<file path="src/rtl/sbc_pkg.sv">
package sbc_pkg;
  localparam logic [4:0] SHIFT_EMPTY = 5'b10000;
  localparam logic [4:0] CTRL_RESET  = 5'b01100;

  typedef enum logic [1:0] {
    MIR_ONE_LO = 2'd0,
    MIR_ONE_HI = 2'd1,
    MIR_VERT   = 2'd2,
    MIR_HORZ   = 2'd3
  } mirror_e;

  typedef enum logic [1:0] {
    TGT_CTRL  = 2'd0,
    TGT_PAT_A = 2'd1,
    TGT_PAT_B = 2'd2,
    TGT_PROG  = 2'd3
  } target_e;
endpackage

</file>
<file path="src/rtl/sbc_loader.sv">
module sbc_loader
  import sbc_pkg::*;
(
  input  logic       clk_i,
  input  logic       rst_ni,
  input  logic       ld_wr_i,
  input  logic [7:0] data_i,
  output logic       wipe_o,
  output logic       commit_o,
  output logic [4:0] value_o,
  output logic [4:0] shift_o
);
  logic [4:0] shift_q;
  logic [4:0] shift_nxt;

  assign shift_nxt = {data_i[0], shift_q[4:1]};
  assign wipe_o    = ld_wr_i & data_i[7];
  // marker bit reaching bit 0 means four bits are already held
  assign commit_o  = ld_wr_i & ~data_i[7] & shift_q[0];
  assign value_o   = shift_nxt;
  assign shift_o   = shift_q;

  always_ff @(posedge clk_i or negedge rst_ni) begin
    if (!rst_ni)                   shift_q <= SHIFT_EMPTY;
    else if (wipe_o || commit_o)   shift_q <= SHIFT_EMPTY;
    else if (ld_wr_i)              shift_q <= shift_nxt;
  end
endmodule

</file>
<file path="src/rtl/sbc_regs.sv">
module sbc_regs
  import sbc_pkg::*;
#(
  parameter int PB  = 3,
  parameter int PCB = 5
) (
  input  logic           clk_i,
  input  logic           rst_ni,
  input  logic           wipe_i,
  input  logic           commit_i,
  input  logic [1:0]     sel_i,
  input  logic [4:0]     value_i,
  output logic [4:0]     ctrl_o,
  output logic [PCB-1:0] pat_a_o,
  output logic [PCB-1:0] pat_b_o,
  output logic [PB-1:0]  prog_o
);
  target_e tgt;
  assign tgt = target_e'(sel_i);

  always_ff @(posedge clk_i or negedge rst_ni) begin
    if (!rst_ni) begin
      ctrl_o  <= CTRL_RESET;
      pat_a_o <= '0;
      pat_b_o <= '0;
      prog_o  <= '0;
    end else if (wipe_i) begin
      ctrl_o  <= ctrl_o | CTRL_RESET;
    end else if (commit_i) begin
      unique case (tgt)
        TGT_CTRL:  ctrl_o  <= value_i;
        TGT_PAT_A: pat_a_o <= value_i[PCB-1:0];
        TGT_PAT_B: pat_b_o <= value_i[PCB-1:0];
        TGT_PROG:  prog_o  <= value_i[PB-1:0];
      endcase
    end
  end
endmodule

</file>
<file path="src/rtl/sbc_prog_map.sv">
module sbc_prog_map #(
  parameter int PB = 3
) (
  input  logic [1:0]     mode_i,
  input  logic [PB-1:0]  prog_i,
  input  logic [14:0]    addr_i,
  output logic [PB+13:0] rom_addr_o
);
  logic          win;
  logic [PB-1:0] bank;

  assign win = addr_i[14];

  always_comb begin
    unique case (mode_i)
      2'd2:    bank = win ? prog_i : '0;
      2'd3:    bank = win ? '1 : prog_i;
      default: bank = {prog_i[PB-1:1], win};
    endcase
  end

  assign rom_addr_o = {bank, addr_i[13:0]};
endmodule

</file>
<file path="src/rtl/sbc_pat_map.sv">
module sbc_pat_map #(
  parameter int PCB = 5
) (
  input  logic           split_i,
  input  logic [PCB-1:0] pat_a_i,
  input  logic [PCB-1:0] pat_b_i,
  input  logic [12:0]    addr_i,
  output logic [PCB+11:0] rom_addr_o
);
  logic           half;
  logic [PCB-1:0] bank;

  assign half = addr_i[12];

  always_comb begin
    if (split_i) bank = half ? pat_b_i : pat_a_i;
    else         bank = {pat_a_i[PCB-1:1], half};
  end

  assign rom_addr_o = {bank, addr_i[11:0]};
endmodule

</file>
<file path="src/rtl/serial_bank_ctl.sv">
module serial_bank_ctl #(
  parameter int PROG_BANKS = 8,
  parameter int PAT_BANKS  = 32,
  localparam int PB      = $clog2(PROG_BANKS),
  localparam int PCB     = $clog2(PAT_BANKS),
  localparam int PROG_AW = PB + 14,
  localparam int PAT_AW  = PCB + 12
) (
  input  logic               clk_i,
  input  logic               rst_ni,
  input  logic               cpu_wr_i,
  input  logic [15:0]        cpu_addr_i,
  input  logic [7:0]         cpu_data_i,
  input  logic [12:0]        ppu_addr_i,
  output logic [PROG_AW-1:0] prog_addr_o,
  output logic [PAT_AW-1:0]  pat_addr_o,
  output logic [1:0]         mirror_o,
  output logic               sram_en_o
);
  logic           ld_wr;
  logic           wipe;
  logic           commit;
  logic [4:0]     value;
  logic [4:0]     shift_q;
  logic [4:0]     ctrl_q;
  logic [PCB-1:0] pat_a_q;
  logic [PCB-1:0] pat_b_q;
  logic [PB-1:0]  prog_q;

  assign ld_wr = cpu_wr_i & cpu_addr_i[15];

  sbc_loader u_loader (
    .clk_i    (clk_i),
    .rst_ni   (rst_ni),
    .ld_wr_i  (ld_wr),
    .data_i   (cpu_data_i),
    .wipe_o   (wipe),
    .commit_o (commit),
    .value_o  (value),
    .shift_o  (shift_q)
  );

  sbc_regs #(.PB(PB), .PCB(PCB)) u_regs (
    .clk_i    (clk_i),
    .rst_ni   (rst_ni),
    .wipe_i   (wipe),
    .commit_i (commit),
    .sel_i    (cpu_addr_i[14:13]),
    .value_i  (value),
    .ctrl_o   (ctrl_q),
    .pat_a_o  (pat_a_q),
    .pat_b_o  (pat_b_q),
    .prog_o   (prog_q)
  );

  sbc_prog_map #(.PB(PB)) u_prog_map (
    .mode_i     (ctrl_q[3:2]),
    .prog_i     (prog_q),
    .addr_i     (cpu_addr_i[14:0]),
    .rom_addr_o (prog_addr_o)
  );

  sbc_pat_map #(.PCB(PCB)) u_pat_map (
    .split_i    (ctrl_q[4]),
    .pat_a_i    (pat_a_q),
    .pat_b_i    (pat_b_q),
    .addr_i     (ppu_addr_i),
    .rom_addr_o (pat_addr_o)
  );

  assign mirror_o  = ctrl_q[1:0];
  assign sram_en_o = (cpu_addr_i[15:13] == 3'b011);
endmodule

</file>
<file path="config.mk">
export PLATFORM = sky130hd
export DESIGN_NAME = serial_bank_ctl
export DESIGN_NICKNAME = d
export VERILOG_FILES = /design/src/rtl/sbc_pkg.sv /design/src/rtl/sbc_loader.sv /design/src/rtl/sbc_regs.sv /design/src/rtl/sbc_prog_map.sv /design/src/rtl/sbc_pat_map.sv /design/src/rtl/serial_bank_ctl.sv
export SDC_FILE = /design/constraint.sdc
export NUM_CORES = 1
export LEC_CHECK = 0
export BUFFER_PORTS_ARGS = -buffer_cell sky130_fd_sc_hd__buf_2
export CAP_MARGIN = 20
export CORE_MARGIN = 2
export CORE_UTILIZATION = 44
export CTS_CLUSTER_DIAMETER = 150
export DETAILED_ROUTE_END_ITERATION = 10
export PLACE_DENSITY = 0.89
export REMOVE_ABC_BUFFERS = 1
export SLEW_MARGIN = 20
export SYNTH_ARGS = -nofsm -noshare
export SYNTH_HDL_FRONTEND = slang
export SYNTH_HIERARCHICAL = 1
export SYNTH_SLANG_ARGS = --single-unit
</file>
<file path="constraint.sdc">
create_clock -name clk_i -period 2 [get_ports clk_i]
set_clock_uncertainty 0.2 [all_clocks]
set_input_delay 0.6 -clock clk_i [delete_from_list [all_inputs] [get_ports clk_i]]
set_output_delay 0.6 -clock clk_i [all_outputs]
set_load 0.05 [all_outputs]
</file>
==> flow_metrics.tcl, run 1 <==
set metrics [dict create \
    drt_iter0_markers 15 \
    p_comb_frac 0.246 \
    critPathCaptureType "primary output" \
    fin_crit_sh 1.14 \
    highest_layer "met4" \
    met3RoutedLength_um 516 \
    worstPathRequired_ns 1.20 \
    core.rowCount 20 \
    async_flop_share 1.00 \
    pwr-share-clk 0.214 \
    seq_area_frac_synth 0.407 \
    cts_buffer_depth 2 \
    max_freq_mhz 438 \
    stdcell_area_um2 1510 \
    grt-ovfl-total 0 \
    grt_max_degree 24 \
    fillerInstances 278 \
    slew_violations 0 \
    area_growth_pct 5.80 \
    start_util 0.466 \
    antenna_found_initial 0 \
    utilization 0.493 \
    nNetsFinal 163 \
    netlist_instances 121 \
    synth_common_cells "buf_4 (32), dfrtp_1 (20), mux2_4 (14), inv_1 (8), mux2_2 (6)" \
    gr-usage-all-layers 0.196 \
    clk_pin_slew_ns 0.12 \
    worstSetupStartpointType "register" \
    rsz0062_at_grt "true" \
    ctsHoldBuffers 0 \
    p_switching_mw 0.309 \
    reg2reg_depth 5 \
    tns_ns -1.23 \
    numCtsBuffers 3 \
    die_y_um 60.9 \
    drive_gt1_frac 0.582 \
    h-tree-depth 1 \
    powerDensity_nw_per_um2 661 \
    dp_slack_ns -0.173 \
    drc 0 \
    drtPass1Iterations 4 \
    synth_top_area_cell "dfrtp_1" \
    ant_nets 0 \
    cell_internal_pwr_mw 0.686 \
    dp_hpwl_um 2600 \
    finalCriticalPeriod_ns 2.28 \
    path_max_fanout 6 \
    avgSynthCellArea_um2 11.8 \
    timing.final.hold_violations 0 \
    vias 905 \
    swShare 0.311 \
    clk_latency_ns 0.31 \
    synth-seq-cells 23 \
    wl_um 3340 \
    cts_tree "done" \
    cts.sinks 23 \
    synth_area_leaders "dfrtp_1 (35%), buf_4 (17%), mux2_4 (15%), dfstp_2 (5.5%), mux2_2 (4.7%)" \
    synth_most_common_cell "buf_4" \
    ir_drop_uv 376 \
    tightest_slew_ns 0.498 \
    maxCapViolations 0 \
    grt_pass1_vias 935 \
    yosysWarnings 6 \
    core-area_um2 3050 \
    p_leak_nw 0.717 \
    path_class "register to primary output" \
    grt_pass1_wl_um 4970 \
    whs_ns 0.0303 \
    wl_per_cell_um 20.1 \
    syn_area_um2 1420 \
    setup_ws_ns -0.283 \
    synth_top_cell_area_share 0.352 \
    placed_area_um2 1400 \
    wl_met2_um 1410 \
    critPathArrivalTime_ns 1.48 \
    num_io_pins 77 \
    synth_edf_count 0 \
    die_x_um 60.9 \
    finalSetupViolCount 8 \
    gp_congestion 0.770 \
    dieArea_um2 3700 \
    power_frac_seq 0.540 \
    antennaDiodeCount 0 \
    relSlewSlack 0.668 \
    cts_root_buffer "clkbuf_4" \
    synth_ff_type "dfrtp_1" \
    outcome "complete, but fails checks" \
    wl_met1_um 1360 \
    hp-class "input pin to asynchronous set/reset pin" \
    numPortBuffers 20 \
    yosysUniqueCellTypes 25 \
    avgViaCountPerCell 5.45 \
    violations "setup timing" \
]
metal layers:
metal	vias up	global-route usage
met3	7	0.154
met4	0	0.0528
met5	-	0
met1	450	0.242
met2	60	0.267
li1	388	-
flip-flops by register name, summed over array words and instances, names as in the netlist:
register          count
u_regs/prog_o         3
u_loader/shift_o      5
u_regs/ctrl_o         5
u_regs/pat_b_o        5
u_regs/pat_a_o        5
critical path, cell delays in order (launching register included):
cell	delay, ns
dfstp_2	0.61
a21oi_2	0.07
o22ai_1	0.24
buf_4	0.25
layout by cell type (no fill, tap or decap):
cell and instances:
inv_1 8, a21oi_2 2, clkbuf_4 3, buf_2 11, o22ai_2 4, o22ai_1 2
nor2b_2 1, and3b_1 1, buf_4 12, buf_6 6, nor3b_1 2, mux2i_1 2
nand2_1 4, a21oi_1 3, mux2_4 14, nand2_4 1, clkbuf_1 1, nor2_1 5
mux2_2 6, nand2b_1 1, or2_4 1, and4bb_4 2, a31oi_4 1, dfrtp_1 19
dfrtp_2 1, dfstp_2 3, nor4b_4 1, nand4b_1 1, and2_2 2, o2bb2ai_1 1
nor3_1 1
power by group through the flow:
| stage | registers (mW) | logic, mW | clock network, mW |
|---|---|---|---|
| 6_report | 0.537 | 0.245 | 0.213 |
| 5_1_grt | 0.542 | 0.261 | 0.242 |
| 4_1_cts | 0.536 | 0.239 | 0.222 |
| 3_5_place_dp | 0.544 | 0.218 | 0 |
| 3_3_place_gp | 0.540 | 0.210 | 0 |
| 2_1_floorplan | 0.537 | 0.148 | 0 |
path summary, 6_finish.rpt:
path                                      from  slack [ns]                end
hold reg to reg               u_regs/ctrl_o[0]        0.33   u_regs/ctrl_o[0]
setup / recovery              u_regs/ctrl_o[3]       -0.28    prog_addr_o[15]
hold / removal                          rst_ni        0.03  u_regs/pat_a_o[3]
max in group asynchronous               rst_ni        1.20   u_regs/ctrl_o[4]
setup reg to reg           u_loader/shift_o[0]        0.20   u_regs/ctrl_o[4]
min in group clk_i            u_regs/ctrl_o[0]        0.33   u_regs/ctrl_o[0]
cell type report:
type                            count  area (um^2)  share of cell area
Multi-Input combinational cell     58          601               0.399
Sequential cell                    23          581               0.386
Timing Repair Buffer               29          213               0.141
Tap cell                           44         55.1              0.0366
Inverter                            8         30.0              0.0200
Clock buffer                        4         26.3              0.0175
stage by stage:
| stage | std cells | power (mW) |
|---|---|---|
| 2_1_floorplan | 89 | 0.685 |
| 3_3_place_gp | 161 | 0.750 |
| 3_5_place_dp | 161 | 0.762 |
| 4_1_cts | 166 | 0.997 |
| 5_1_grt | 166 | 1.05 |
| 6_report | 166 | 0.995 |
what timing repair did:
action,CTS,global route
pin swaps,2,2
buffers inserted,1,0
gates cloned,0,0
setup endpoints to repair,9,8
resized for setup,15,6
cell families (layout without fill, tap and decap cells):
| family | after synthesis | after routing | synth area share |
|---|---|---|---|
| flops | 23 | 23 | 0.407 |
| buf+inv | 40 | 41 | 0.190 |
| compound gates | 13 | 13 | 0.0721 |
| simple gates | 23 | 23 | 0.121 |
| mux | 22 | 22 | 0.209 |
Power figures use the tool's default switching activity.
==> run 2, diff against run 1 <==
--- a/config.mk
+++ b/config.mk
@@ -8,13 +8,12 @@
 export BUFFER_PORTS_ARGS = -buffer_cell sky130_fd_sc_hd__buf_2
 export CAP_MARGIN = 20
 export CORE_MARGIN = 2
-export CORE_UTILIZATION = 44
+export CORE_UTILIZATION = 38
 export CTS_CLUSTER_DIAMETER = 150
 export DETAILED_ROUTE_END_ITERATION = 10
-export PLACE_DENSITY = 0.89
+export PLACE_DENSITY = 0.85
 export REMOVE_ABC_BUFFERS = 1
 export SLEW_MARGIN = 20
 export SYNTH_ARGS = -nofsm -noshare
 export SYNTH_HDL_FRONTEND = slang
-export SYNTH_HIERARCHICAL = 1
 export SYNTH_SLANG_ARGS = --single-unit
==> constraint.sdc (replaced) <==
create_clock -name clk_i -period 1.9 [get_ports clk_i]
set_clock_uncertainty 0.2 [all_clocks]
set_input_delay 0.57 -clock clk_i [delete_from_list [all_inputs] [get_ports clk_i]]
set_output_delay 0.57 -clock clk_i [all_outputs]
set_load 0.05 [all_outputs]
==> run 2 against run 1 <==
Global-route usage down 2.2 points. Final cell count fell by 3.6%. Largest cell class is now sequential cells. Total power down 8.1%. The flow still finishes with violations (setup timing).
==> flow_metrics.tcl, run 2 <==
set metrics [dict create \
    outcome "complete, but fails checks" \
    violations "setup timing" \
    clk_latency_ns 0.30 \
    fillerInstances 287 \
    synth_top_area_cell "dfrtp_1" \
    wl_um 3180 \
    seq_area_frac_synth 0.456 \
    p_switching_mw 0.254 \
    synth-seq-cells 23 \
    tns_ns -1.66 \
    relSlewSlack 0.667 \
    synth_most_common_cell "buf_4" \
    cell_internal_pwr_mw 0.660 \
    swShare 0.278 \
    dieArea_um2 3820 \
    max_freq_mhz 467 \
    synth_area_leaders "dfrtp_1 (39%), buf_4 (17%), mux2_2 (15%), dfstp_2 (6.2%), a21oi_1 (2.8%)" \
    avgViaCountPerCell 5.44 \
    syn_area_um2 1270 \
    maxCapViolations 0 \
    ctsHoldBuffers 0 \
    numCtsBuffers 3 \
    clk_pin_slew_ns 0.12 \
    netlist_instances 111 \
    pwr-share-clk 0.240 \
    path_class "register to primary output" \
    slew_violations 0 \
    hp-class "input pin to asynchronous set/reset pin" \
    synth_edf_count 0 \
    tightest_slew_ns 0.499 \
    ant_nets 0 \
    finalSetupViolCount 8 \
    die_x_um 61.8 \
    drc 0 \
    p_leak_nw 0.720 \
    finalCriticalPeriod_ns 2.14 \
    die_y_um 61.8 \
    synth_common_cells "buf_4 (28), dfrtp_1 (20), mux2_2 (17), nor2_1 (8), a21oi_1 (7)" \
    num_io_pins 77 \
    timing.final.hold_violations 0 \
    rr_startpoint "u_loader.shift_o[0]" \
    powerDensity_nw_per_um2 641 \
    start_util 0.406 \
    grt_pass1_vias 876 \
    gr-usage-all-layers 0.174 \
    async_flop_share 1.00 \
    setup_ws_ns -0.241 \
    area_growth_pct 12.2 \
    dp_slack_ns -0.316 \
    layout_common_cells "dfrtp_1 (20), mux2_2 (13), buf_2 (11)" \
    placed_area_um2 1270 \
    vias 871 \
    antenna_found_initial 0 \
    p_comb_frac 0.173 \
    yosysUniqueCellTypes 22 \
    yosysWarnings 0 \
    synth_ff_type "dfrtp_1" \
    power_frac_seq 0.587 \
    grt_max_degree 24 \
    rsz0062_at_grt "true" \
    worstSetupStartpointType "register" \
    synth_top_cell_area_share 0.394 \
    critPathCaptureType "primary output" \
    cts.sinks 23 \
    fin_crit_sh 1.13 \
    antennaDiodeCount 0 \
    nNetsFinal 157 \
    layout_commonest_cell "dfrtp_1" \
    core.rowCount 20 \
    ir_drop_uv 301 \
    cts_root_buffer "clkbuf_4" \
    numPortBuffers 20 \
    grt-ovfl-total 0 \
    cts_buffer_depth 2 \
    drt_iter0_markers 23 \
    path_max_fanout 5 \
    wl_per_cell_um 19.9 \
    dp_hpwl_um 2340 \
    critPathLaunch "u_regs.ctrl_o[4]" \
    h-tree-depth 1 \
    stdcell_area_um2 1430 \
    avgSynthCellArea_um2 11.4 \
    grt_pass1_wl_um 4550 \
    drive_gt1_frac 0.578 \
    cts_tree "done" \
    critPathArrivalTime_ns 1.37 \
    whs_ns 0.00632 \
    drtPass1Iterations 4 \
    gp_congestion 0.800 \
    worstPathRequired_ns 1.13 \
    core-area_um2 3130 \
]
[run 2: logic make-up after synthesis]
logic type	Yosys count	synth area share
buffers and inverters	32	0.183
flip-flops	23	0.456
AO/OA/AOI/OAI	16	0.0828
multiplexers	19	0.174
AND/OR/NAND/NOR	21	0.103
[run 2: layout make-up]
cell class                      instances  area (um^2)  share of cell area
Clock buffer                            4         26.3              0.0184
Inverter                                3         11.3             0.00790
Multi-Input combinational cell         56          514               0.361
Sequential cell                        23          579               0.406
Tap cell                               44         55.1              0.0386
Timing Repair Buffer                   30          239               0.168
[run 2: repair_timing]
item,CTS,global route
gates resized for setup,24,10
buffers inserted,0,1
hold endpoints to repair,0,0
endpoints found under the setup margin,9,8
cloned,0,0
pin swaps,3,5
[run 2: routing by layer]
| layer | track usage | vias up | wire length (um) |
|---|---|---|---|
| met2 | 0.218 | 54 | 1330 |
| met4 | 0.0638 | 0 | 66 |
| li1 | - | 365 | - |
| met1 | 0.238 | 438 | 1440 |
| met3 | 0.108 | 14 | 346 |
| met5 | 0.0286 | - | 0 |
[run 2: path summary, 6_finish.rpt]
kind / endpoint / slack (ns) / cells past startpoint
max: pat_addr_o[13] / -0.24 / 3
min in group clk_i: u_loader.shift_o[4] / 0.32 / 3
max reg2reg: u_regs.ctrl_o[0] / 0.34 / 3
min reg2reg: u_regs.pat_b_o[3] / 0.32 / 1
max in group asynchronous: u_regs.ctrl_o[3] / 1.12 / 1
min: u_regs.pat_b_o[1] / 0.006 / 1
[run 2: critical path: stages (launching register included)]
cell     delay, ns
dfrtp_1       0.44
nand2_4       0.15
mux2_4        0.32
buf_8         0.15
[run 2: through the flow]
step            util  total power, mW  cells
3_3_place_gp   0.406            0.671    155
2_1_floorplan      -            0.616     82
5_1_grt        0.456            0.949    160
4_1_cts        0.441            0.913    159
3_5_place_dp   0.406            0.678    155
6_report       0.456            0.914    160
[run 2: power groups by stage]
stage	sequential, mW	clock (mW)	combinational, mW
detailed placement	0.544	0	0.134
global route	0.540	0.240	0.169
global placement	0.541	0	0.130
CTS	0.536	0.226	0.152
finish	0.537	0.219	0.158
floorplan	0.537	0	0.0784
